## config.mk

```make
export PLATFORM = sky130hd
export DESIGN_NAME = pix_clk_seq
export DESIGN_NICKNAME = d
export VERILOG_FILES = /design/src/rtl/pcs_pkg.sv /design/src/rtl/pcs_cfg_check.sv /design/src/rtl/pcs_timer.sv /design/src/rtl/pcs_lat_line.sv /design/src/rtl/pix_clk_seq.sv
export SDC_FILE = /design/constraint.sdc
export NUM_CORES = 1
export LEC_CHECK = 0
export BUFFER_PORTS_ARGS = -buffer_cell sky130_fd_sc_hd__buf_2
export CORE_MARGIN = 2
export CORE_UTILIZATION = 45
export CTS_CLUSTER_SIZE = 40
export DETAILED_ROUTE_END_ITERATION = 16
export GPL_TIMING_DRIVEN = 0
export PLACE_DENSITY = 0.61
export SKIP_CTS_REPAIR_TIMING = 1
export SLEW_MARGIN = 40
export SYNTH_ARGS = -nofsm -noshare
export SYNTH_HDL_FRONTEND = slang
export SYNTH_SLANG_ARGS = --single-unit
```

## constraint.sdc

```tcl
create_clock -name clk -period 15.2 [get_ports clk]
set_input_delay 0.76 -clock clk [delete_from_list [all_inputs] [get_ports clk]]
set_output_delay 0.76 -clock clk [all_outputs]
set_load 0.01 [all_outputs]
```

## src/rtl/pcs_pkg.sv

```systemverilog
package pcs_pkg;
  // Timing minimums of the front end, in nanoseconds.
  localparam int T_PULSE_NS = 40;
  localparam int T_SEP_NS   = 20;
  localparam int T_CONV_NS  = 80;
  localparam int T_HALF_NS  = 166;
  localparam int T_PIXEL_NS = 332;

  // Smallest whole number of system cycles covering a time span.
  function automatic int ns_to_cyc(input int ns, input int per_ns);
    return (ns + per_ns - 1) / per_ns;
  endfunction
endpackage

```

## src/rtl/pcs_cfg_check.sv

```systemverilog
module pcs_cfg_check #(
  parameter int CW     = 8,
  parameter int LW     = 8,
  parameter int SYS_NS = 10
) (
  input  logic [CW-1:0] w_rst,
  input  logic [CW-1:0] g_rd,
  input  logic [CW-1:0] w_dat,
  input  logic [CW-1:0] g_dc,
  input  logic [CW-1:0] w_conv,
  input  logic [CW-1:0] period,
  input  logic [LW-1:0] line_len,
  output logic          bad
);
  import pcs_pkg::*;
  localparam int SW = CW + 3;
  localparam logic [SW-1:0] MIN_PULSE = SW'(ns_to_cyc(T_PULSE_NS, SYS_NS));
  localparam logic [SW-1:0] MIN_SEP   = SW'(ns_to_cyc(T_SEP_NS, SYS_NS));
  localparam logic [SW-1:0] MIN_CONV  = SW'(ns_to_cyc(T_CONV_NS, SYS_NS));
  localparam logic [SW-1:0] MIN_HALF  = SW'(ns_to_cyc(T_HALF_NS, SYS_NS));
  localparam logic [SW-1:0] MIN_PIX   = SW'(ns_to_cyc(T_PIXEL_NS, SYS_NS));

  logic [SW-1:0] per_x, conv_at, conv_end;

  always_comb begin
    per_x    = SW'(period);
    conv_at  = SW'(w_rst) + SW'(g_rd) + SW'(w_dat) + SW'(g_dc);
    conv_end = conv_at + SW'(w_conv);
    bad = 1'b0;
    if (SW'(w_rst) < MIN_PULSE)  bad = 1'b1;
    if (SW'(w_dat) < MIN_PULSE)  bad = 1'b1;
    if (SW'(g_rd) < MIN_SEP)     bad = 1'b1;
    if (SW'(g_dc) < MIN_CONV)    bad = 1'b1;
    if (SW'(w_conv) < MIN_HALF)  bad = 1'b1;
    if (per_x < MIN_PIX)         bad = 1'b1;
    if (conv_end > per_x)        bad = 1'b1;
    else if (per_x - SW'(w_conv) < MIN_HALF) bad = 1'b1;
    if (line_len == '0)          bad = 1'b1;
  end
endmodule

```

## src/rtl/pcs_timer.sv

```systemverilog
module pcs_timer #(
  parameter int CW = 8,
  parameter int LW = 8
) (
  input  logic          clk,
  input  logic          rst_n,
  input  logic          run,
  input  logic          mode_in,
  input  logic          bad,
  input  logic [CW-1:0] period,
  input  logic [LW-1:0] line_len,
  output logic          active,
  output logic          mode_q,
  output logic          start,
  output logic [CW-1:0] t,
  output logic [LW-1:0] pix
);
  logic last_cyc;

  assign start    = !active && run && !bad;
  assign last_cyc = (t == period - 1'b1);

  always_ff @(posedge clk or negedge rst_n) begin
    if (!rst_n) begin
      active <= 1'b0;
      mode_q <= 1'b0;
      t      <= '0;
      pix    <= '0;
    end else if (!active) begin
      if (start) begin
        active <= 1'b1;
        mode_q <= mode_in;
        t      <= '0;
        pix    <= '0;
      end
    end else if (last_cyc) begin
      if (run) begin
        t   <= '0;
        pix <= (pix == line_len - 1'b1) ? '0 : pix + 1'b1;
      end else begin
        active <= 1'b0;
      end
    end else begin
      t <= t + 1'b1;
    end
  end
endmodule

```

## src/rtl/pcs_lat_line.sv

```systemverilog
module pcs_lat_line #(
  parameter int DEPTH = 3,
  parameter int LW    = 8
) (
  input  logic          clk,
  input  logic          rst_n,
  input  logic          clear,
  input  logic          push,
  input  logic [LW-1:0] tag_in,
  output logic          out_valid,
  output logic [LW-1:0] out_tag
);
  logic [DEPTH-1:0] st_v;
  logic [LW-1:0]    st_tag [DEPTH];

  always_ff @(posedge clk or negedge rst_n) begin
    if (!rst_n) begin
      st_v      <= '0;
      out_valid <= 1'b0;
      out_tag   <= '0;
      for (int i = 0; i < DEPTH; i++) st_tag[i] <= '0;
    end else begin
      out_valid <= push && st_v[DEPTH-1];
      if (push) out_tag <= st_tag[DEPTH-1];
      if (clear) begin
        st_v <= '0;
      end else if (push) begin
        st_v      <= {st_v[DEPTH-2:0], 1'b1};
        st_tag[0] <= tag_in;
        for (int i = 1; i < DEPTH; i++) st_tag[i] <= st_tag[i-1];
      end
    end
  end
endmodule

```

## src/rtl/pix_clk_seq.sv

```systemverilog
module pix_clk_seq #(
  parameter int CW     = 8,
  parameter int LW     = 8,
  parameter int SYS_NS = 10,
  parameter int LAT    = 3
) (
  input  logic          clk,
  input  logic          rst_n,
  input  logic          run,
  input  logic          mode_cds,
  input  logic [CW-1:0] cfg_rst_w,
  input  logic [CW-1:0] cfg_gap_rd,
  input  logic [CW-1:0] cfg_dat_w,
  input  logic [CW-1:0] cfg_gap_dc,
  input  logic [CW-1:0] cfg_conv_hi,
  input  logic [CW-1:0] cfg_period,
  input  logic [LW-1:0] cfg_line_len,
  output logic          busy,
  output logic          cfg_bad,
  output logic          cds_rst_ck,
  output logic          cds_dat_ck,
  output logic          conv_ck,
  output logic          word_valid,
  output logic [LW-1:0] word_tag
);
  localparam int SW = CW + 3;

  logic          mode_q, start;
  logic [CW-1:0] t;
  logic [LW-1:0] pix;
  logic [SW-1:0] tx, dat_on, dat_off, cv_on, cv_off;
  logic          rst_d, dat_d, cv_d, cv_rise;

  pcs_cfg_check #(.CW(CW), .LW(LW), .SYS_NS(SYS_NS)) u_chk (
    .w_rst(cfg_rst_w), .g_rd(cfg_gap_rd), .w_dat(cfg_dat_w), .g_dc(cfg_gap_dc),
    .w_conv(cfg_conv_hi), .period(cfg_period), .line_len(cfg_line_len), .bad(cfg_bad)
  );

  pcs_timer #(.CW(CW), .LW(LW)) u_tim (
    .clk(clk), .rst_n(rst_n), .run(run), .mode_in(mode_cds), .bad(cfg_bad),
    .period(cfg_period), .line_len(cfg_line_len), .active(busy), .mode_q(mode_q),
    .start(start), .t(t), .pix(pix)
  );

  // Edge positions within the pixel, in cycles from its first cycle.
  always_comb begin
    tx      = SW'(t);
    dat_on  = SW'(cfg_rst_w) + SW'(cfg_gap_rd);
    dat_off = dat_on + SW'(cfg_dat_w);
    cv_on   = dat_off + SW'(cfg_gap_dc);
    cv_off  = cv_on + SW'(cfg_conv_hi);
    rst_d   = busy && mode_q && (tx < SW'(cfg_rst_w));
    dat_d   = busy && (tx >= dat_on) && (tx < dat_off);
    cv_d    = busy && (tx >= cv_on) && (tx < cv_off);
    cv_rise = cv_d && !conv_ck;
  end

  always_ff @(posedge clk or negedge rst_n) begin
    if (!rst_n) begin
      cds_rst_ck <= 1'b0;
      cds_dat_ck <= 1'b0;
      conv_ck    <= 1'b0;
    end else begin
      cds_rst_ck <= rst_d;
      cds_dat_ck <= dat_d;
      conv_ck    <= cv_d;
    end
  end

  pcs_lat_line #(.DEPTH(LAT), .LW(LW)) u_lat (
    .clk(clk), .rst_n(rst_n), .clear(start), .push(cv_rise), .tag_in(pix),
    .out_valid(word_valid), .out_tag(word_tag)
  );
endmodule

```

==> results of run 1 <==
==> logic make-up after synthesis <==
family,Yosys count
AOI/OAI and AO/OA,167
buffers and inverters,82
xor gates and xnor gates,50
DFF,57
adders and majority gates,96
and+or+nand+nor,166
muxes,34
==> power groups by stage <==
stage          sequential, µW  combinational [µW]  clock (µW)
3_3_place_gp              185                 647           0
5_1_grt                   185                 772         219
4_1_cts                   183                 680         213
3_5_place_dp              186                 677           0
6_report                  183                 677         208
2_1_floorplan             176                 523           0
==> critical path: cells and delay by family <==
family                   cells  cell delay [ns]
AO/OA/AOI/OAI                8             1.47
buffers and inverters        3             0.45
adder cells (fa/ha/maj)      6             2.09
AND/OR/NAND/NOR              6             1.52
XOR/XNOR                     3             0.59
==> final cells by class <==
| type | instances | area, µm² | area share, % |
|---|---|---|---|
| Inverter | 72 | 270 | 3.99 |
| Clock buffer | 10 | 229 | 3.38 |
| Buffer | 10 | 65.1 | 0.959 |
| Multi-Input combinational cell | 513 | 4130 | 60.8 |
| Clock inverter | 6 | 82.6 | 1.22 |
| Timing Repair Buffer | 73 | 368 | 5.42 |
| Tap cell | 172 | 215 | 3.17 |
| Sequential cell | 57 | 1430 | 21.0 |
==> worst min path at each step <==
stage,from,to,slack (ns),cells after the start
floorplan,u_lat.st_tag[16]$_DFFE_PN0P_,u_lat.st_tag[16]$_DFFE_PN0P_,0.45,1
global placement,u_lat.out_tag[2]$_DFFE_PN0P_,u_lat.out_tag[2]$_DFFE_PN0P_,0.46,1
detailed placement,u_lat.out_tag[2]$_DFFE_PN0P_,u_lat.out_tag[2]$_DFFE_PN0P_,0.47,1
CTS,u_lat.out_tag[2]$_DFFE_PN0P_,u_lat.out_tag[2]$_DFFE_PN0P_,0.48,1
global route,u_lat.out_tag[4]$_DFFE_PN0P_,u_lat.out_tag[4]$_DFFE_PN0P_,0.50,1
finish,u_lat.out_tag[2]$_DFFE_PN0P_,u_lat.out_tag[2]$_DFFE_PN0P_,0.48,1
==> layer usage <==
layer	vias to the layer above	wire length, µm
li1	2522	-
met1	2389	6840
met2	93	6690
met3	25	516
met4	0	282
met5	-	0
==> cells in the mapped netlist (9+ instances only) <==
cell type  number  share of area (%)
o21ai_0        26                2.2
o21ai_1        12                1.0
nand2_1        42                2.7
a21oi_1        38                3.2
mux2_1         20                3.8
and3_1          9               0.96
dfrtp_1        57                 24
nand3_1        11               0.94
xnor2_1        27                4.0
nor2_1         35                2.2
nand2b_1       14                1.5
mux2_2         14                2.7
inv_1          72                4.6
xor2_1         21                3.1
a21o_1         26                3.3
ha_1           91                 19
nor3_1          9               0.77
==> state kept, by name, indices dropped and copies added (netlist names) <==
name / cells
u_tim.active: 1
u_tim.mode_q: 1
u_lat.out_valid: 1
cds_rst_ck: 1
u_lat.out_tag: 8
conv_ck: 1
u_tim.pix: 8
cds_dat_ck: 1
u_lat.st_v: 3
u_tim.t: 8
u_lat.st_tag: 24
==> cell usage in the layout (no fill, tap or decap), types with 5 or more instances in the layout <==
cell type,count
a21oi_1,38
o21ai_0,26
and2_1,5
a211oi_1,6
inv_1,72
nor2b_1,6
xnor2_1,27
mux2_1,20
xor2_1,21
nand2b_1,14
dfrtp_1,57
clkbuf_1,6
nor2_1,35
fa_1,5
nor3_1,9
buf_2,73
ha_1,91
o21a_1,5
mux2_2,14
a21o_1,26
o21ai_1,12
and3_1,9
nand2_1,42
clkbuf_16,9
nor4_1,5
nand3_1,11
==> through the flow <==
stage	setup WS, ns	std cells	utilization [%]
2_1_floorplan	8.66	652	-
3_3_place_gp	7.65	897	51.0
3_5_place_dp	7.56	897	51.1
4_1_cts	7.54	913	53.5
5_1_grt	7.16	913	53.5
6_report	7.54	913	53.5
==> results summary, run 1 <==
The final weighted congestion in routability-driven placement is 0.829. The fraction of final layout cells with drive strength greater than 1 came out at 16.3%. The number of sinks on the clock net came out at 57. After floorplanning, the core was divided into 41 placement rows. The mean number of vias per cell came out at 5.51. The fraction of registers with async set/reset is 100%. The count of input and output buffers came out at 73.

The worst hold path belongs to the class reg2reg. The endpoint identified for the worst register-to-register timing path is u_lat.out_tag[0]$_DFFE_PN0P_. The wire length of the first global-routing pass is 23.9 mm. In the synthesized netlist the dominant register cell turns out to be dfrtp_1. The dominant combinational cell family by area after synthesis is adder cells. The fraction of the mapped netlist area in compound gates is 19.6%. The layout overhead on the synthesized area came out at 15.2%. The flow ran to the end, and the final reports show no timing, DRC or antenna violations. Global routing used 36.4% of the available met2 tracks. Among the stages of the critical path, the cell type that occurs most often is ha_1. The power per cell area is 157 nW/µm². The proportion of power drawn by the clock network came out at 19.5%. The minimum clock period came out at 7.66 ns. The number of nets still failing antenna checks after routing came out at 0. The number of global-route vias before repair is 5,082.

The net switching power figure is 471 µW. Clock tree synthesis inserted a total of 9 buffers. Combinational cells account for 63.4% of the total power. The global routing usage summed across all routing layers came out at 20.9%.

The number of warnings reported in the yosys synthesis log came out at 0. The final antenna diode count is 0. The sort of element at the end of the critical path is an output pin. The critical path arrival is 6.90 ns.

The die is 118 µm wide. The violation count after the first detailed-routing iteration came out at 260. The die covers 14,000 µm². The sequential share of power is 17.1%.

Setup repair after global routing left no endpoint under its margin. The logic depth of the worst register-to-register path came out at 13. The maximum net fanout on the critical path came out at 5. Entering global routing, the biggest net connects 58 pins. The XOR/XNOR share of the synthesized area is 7.91%. The number of flops mapped to enable cells by yosys came out at 0.

The total leakage power is 0.00358 µW. The sequential cell area fraction in the yosys report came out at 24.2%. The initial utilization of the core area, before any placement, comes to 46.5%.

For the worst setup path, the data required time is 14.44 ns. The setup TNS is 0 ns. The number of max-slew violations in the final report is 0. The clock edge transition at the registers on the reported setup and hold paths is 0.05 ns. The sort of element at the start of the critical path is an input pin. The synthesized-area fraction occupied by adder cells is 21.0%. The simple-gate portion of the synthesized area came out at 15.0%. The total congestion overflow is 0.

The maximum clock path buffer count is 2. Global routing consumed, on the met3 layer, 2.99% of the routing resources. The core outline area is 12,700 µm². The tree is rooted in a clkbuf_16. The synthesized area divided by synthesized cell count came out at 9.03 µm². Among all stages on the critical path, the largest delay is contributed by fa_1. Measured against its own limit, the worst slew margin works out to 52.3%. For this run, the post-layout net count is 892.

Of the post-synthesis cell area, the part taken by muxes is 6.50%. The area after detailed placement came out at 6470 µm². The estimated wirelength of the detail-placed design is 11.5 mm. The count of vias placed by the detailed router came out at 5,029. The total internal power is 597 µW. The number of max-cap violations came out at 0.

TritonCTS built the clock tree. Global routing consumed, on the met1 layer, 26.8% of the routing resources. The reg2reg setup slack is 11.96 ns. The worst setup path endpoint is cfg_bad. The synthesized area came out at 5890 µm². The DRC violation count after routing is 0. The final cycle utilization of the critical path is 50.4%. The overall power came out at 1070 µW. The hold violation count in the final report is 0. In this run switching power makes up 44.1% of total power. The number of failing setup endpoints in the final timing report is 0. The flop and latch count out of synthesis is 57. For this run, the detailed router's first-pass iteration total came to 5.

The worst slack on hold paths came out at 0.476 ns. The startpoint identified for the worst register-to-register timing path is u_tim.t[0]$_DFFE_PN0P_. The critical path is of the in2out type. The number of distinct standard cells referenced by the synthesized netlist came out at 74. The transition time at the pin with the least slew margin came out at 0.715 ns. The filler cells instantiated in the layout total 1,215.

Tracing the worst setup path back leads to its startpoint at cfg_rst_w[0]. The post-detailed-route wirelength per cell came out at 15.7 µm. The top achievable clock speed came out at 131 MHz. After detailed routing, the total wire length is 14.3 mm. Clock latency on the worst-skew pair, taken at its later pin, is 0.32 ns.

For this run, the slowest stage of the critical path takes 0.54 ns. On the final layout, the worst clock skew is 0.00450 ns. The peak supply drop came out at 0.0000777 V. met2 is the most crowded layer.

The number of antenna violations at the first check in global routing is 0. The synthesized instance count came out at 652. The post-synthesis net count is 808. The number of levels the H-tree was split into came out at 3. 74 I/O pins were placed.

The chip height came out at 118 µm. The finished layout cell area came out at 6780 µm².
(Power assumes the default switching activity.)
==> run 2: changes to the inputs <==
--- a/config.mk
+++ b/config.mk
@@ -11,7 +11,7 @@
 export CTS_CLUSTER_SIZE = 40
 export DETAILED_ROUTE_END_ITERATION = 16
 export GPL_TIMING_DRIVEN = 0
-export PLACE_DENSITY = 0.61
+export PLACE_DENSITY = 0.64
 export SKIP_CTS_REPAIR_TIMING = 1
 export SLEW_MARGIN = 40
 export SYNTH_ARGS = -nofsm -noshare
==> constraint.sdc (replaced) <==
create_clock -name clk -period 6.7 [get_ports clk]
set_input_delay 0.335 -clock clk [delete_from_list [all_inputs] [get_ports clk]]
set_output_delay 0.335 -clock clk [all_outputs]
set_load 0.01 [all_outputs]
==> run 2 against run 1 <==
Global-route usage increased by 0.45 points. First-iteration DRC count decreased by 12%. Hold slack got worse by 0.40 ns. Power increased by 140%. Die area unchanged. Worst setup slack got worse by 7.3 ns. Clock-buffer cell count increased by 1. Critical path type unchanged. Critical endpoint unchanged. Largest power group unchanged.
==> results summary, run 2 (synthesis gave the netlist of run 1 again) <==
The flow ran to the end, and the final reports show no timing, DRC or antenna violations. The number of max-slew violations in the final report is 0 (unchanged). The global routing usage summed across all routing layers came out at 21.3% (+0.45 points).

The area after detailed placement came out at 6470 µm² (unchanged). The worst setup path is of the in2out kind. The number of global-route vias before repair came out at 5,140 (+1.1%). The total congestion overflow came to 0 (unchanged). The finished layout cell area came to 6920 µm² (+2.0%). The final layout net count came out at 894 (+0.22%). The peak supply drop is 0.000186 V (+140%).

The total internal power came to 1450 µW (+140%). The tightest slew margin relative to the limit came out at 52.7% (+0.35 points). The x dimension of the die is 118 µm (unchanged). The final weighted congestion in routability-driven placement came out at 0.847 (+2.2%). The flip-flop count of the largest register after layout came out at 24 (unchanged).

The required time at the endpoint of the critical path is 6.36 ns (-8.08 ns). The most flop-heavy register is u_lat.st_tag. The number of filler cells placed in the layout is 1,185 (-2.5%). The count of vias placed by the detailed router is 5,118 (+1.8%). The transition time at the pin with the least slew margin came out at 0.710 ns (-0.00532 ns).

The final routed wirelength across all metal layers is 14.7 mm (+2.8%). The post-detailed-route wirelength per cell is 16.1 µm (+2.6%). The area of the die was 14,000 µm² (unchanged). The critical path arrival is 6.09 ns (-0.81 ns). The clock edge transition at the registers on the reported setup and hold paths came to 0.05 ns (about the same). The largest net degree at the start of global routing is 58 (unchanged). The pre-CTS setup slack came to -0.318 ns (-7.87 ns). The number of failing setup endpoints in the final timing report came out at 0 (unchanged).

The switching portion of total power is 44.3% (+0.19 points). The area occupied by registers came to 1430 µm² (unchanged). The cell seen most often among critical-path stages is ha_1. The layout overhead on the synthesized area is 17.5%. The number of max-cap violations is 0 (unchanged). The maximum net fanout on the critical path came out at 5 (unchanged).

The delay of the slowest critical-path stage is 0.55 ns (about the same). The wire length of the first global-routing pass came out at 24.5 mm (+2.5%). The worst-case clock skew came out at 0.00934 ns (+0.00484 ns). The net switching power figure came out at 1150 µW (+150%). The count of input and output buffers came to 73 (unchanged). The sequential share of power came out at 16.0% (-1.1 points). The tightest min-delay check is of the in2async type. The number of CTS-inserted buffers is 9 (unchanged). The detailed-routing iteration count for the pre-antenna-repair pass came out at 4 (-1). The worst setup path is captured at an output pin.

The worst setup slack after layout is 0.273 ns (-7.27 ns). The number of top-level design ports was 74 (unchanged). The DRC violation count after routing is 0 (unchanged).

The top achievable clock speed came out at 156 MHz. The insertion delay of the later-clocked pin in the worst-skew pair came to 0.32 ns (about the same). The power per cell area is 377 nW/µm² (+140%).

The final antenna diode count came to 0 (unchanged). The area occupied by multi-input gates was 4230 µm² (+2.5%). The part of the total power dissipated in combinational logic came out at 65.0% (+1.6 points). The mean number of vias per cell came out at 5.59 (+1.5%). The violation count after the first detailed-routing iteration is 230 (-12%).

The TritonCTS clock tree is done. The standard-cell row count was 41 (unchanged). The overall power was 2610 µW (+140%).

The number of antenna violations at the first check in global routing came out at 0 (unchanged). The sort of element at the start of the critical path is an input pin. The fraction of final layout cells with drive strength greater than 1 is 18.8% (+2.5 points). The starting density of the core is 46.5% (unchanged).

The maximum clock path buffer count came out at 2 (unchanged). The number of sinks on the clock net was 57 (unchanged). CTS placed an instance of clkbuf_16 at the clock tree root. The proportion of power drawn by the clock network is 18.9% (-0.6 points). The total leakage power is 0.00362 µW (+1.0%). The logic depth of the worst register-to-register path is 13 (unchanged). The estimated wirelength of the detail-placed design came out at 11.5 mm (+0.45%). The number of levels the H-tree was split into was 3 (unchanged). The chip height came out at 118 µm (unchanged).

The core outline area is 12,700 µm² (unchanged). Subtracting the final worst setup slack from the clock period gives 6.43 ns. The number of nets still failing antenna checks after routing was 0 (unchanged). The hold violation count in the final report was 0 (unchanged). The worst slack on hold paths was 0.0747 ns (-0.402 ns). Leaving out fill and tap cells, the most frequent cell in the layout is ha_1. The library cells used most frequently in the layout, excluding fill and tap cells, are 88 x ha_1, 73 x buf_2, 72 x inv_1.

The final cycle utilization of the critical path is 95.9%. The cell with the largest stage delay on the worst path is fa_2.
## run 2: area by class of cell
cell class                      count  share of cell area, %
Clock buffer                       11                   3.65
Tap cell                          172                   3.11
Clock inverter                      5                   1.12
Inverter                           72                   3.91
Multi-Input combinational cell    513                   61.1
Buffer                             10                  0.940
Sequential cell                    57                   20.6
Timing Repair Buffer               75                   5.53
## run 2: path summary, 6_finish.rpt
check,slack [ns],end,startpoint
max reg2reg,3.41,u_lat.out_tag[2]$_DFFE_PN0P_,u_tim.t[0]$_DFFE_PN0P_
min in group clk,0.26,u_tim.mode_q$_DFFE_PN0P_,mode_cds
min,0.07,u_tim.pix[6]$_DFFE_PN0P_,rst_n
min reg2reg,0.48,u_lat.out_tag[5]$_DFFE_PN0P_,u_lat.out_tag[5]$_DFFE_PN0P_
max,0.27,cfg_bad,cfg_rst_w[0]
max in group asynchronous,6.17,u_tim.t[2]$_DFFE_PN0P_,rst_n
## run 2: power groups by stage
stage	sequential [µW]	clock, µW	combinational (µW)
after floorplan	398	0	1190
after global placement	422	0	1470
after detailed placement	423	0	1540
after CTS	417	502	1550
after global routing	420	520	1910
final	418	494	1690
## run 2: critical path, delay by kind of cell
kind	cells	cell delay, ns
fa+ha+maj	6	2.06
compound gates	8	1.21
buf+inv	3	0.39
simple gates	6	1.57
xor+xnor	3	0.53
## run 2: routing by layer
metal	vias to the layer above	wire [µm]	global-route usage, %
li1	2521	-	-
met1	2466	6750	27.3
met2	112	7060	36.2
met3	19	671	4.73
met4	0	266	5.95
met5	-	0	0
## run 2: through the flow
step	utilization (%)	TNS, ns	std cells
2_1_floorplan	-	0	652
3_3_place_gp	51.0	-2.11	897
3_5_place_dp	51.1	-3.77	897
4_1_cts	53.7	-0.156	913
5_1_grt	54.6	-0.0241	915
6_report	54.6	0	915
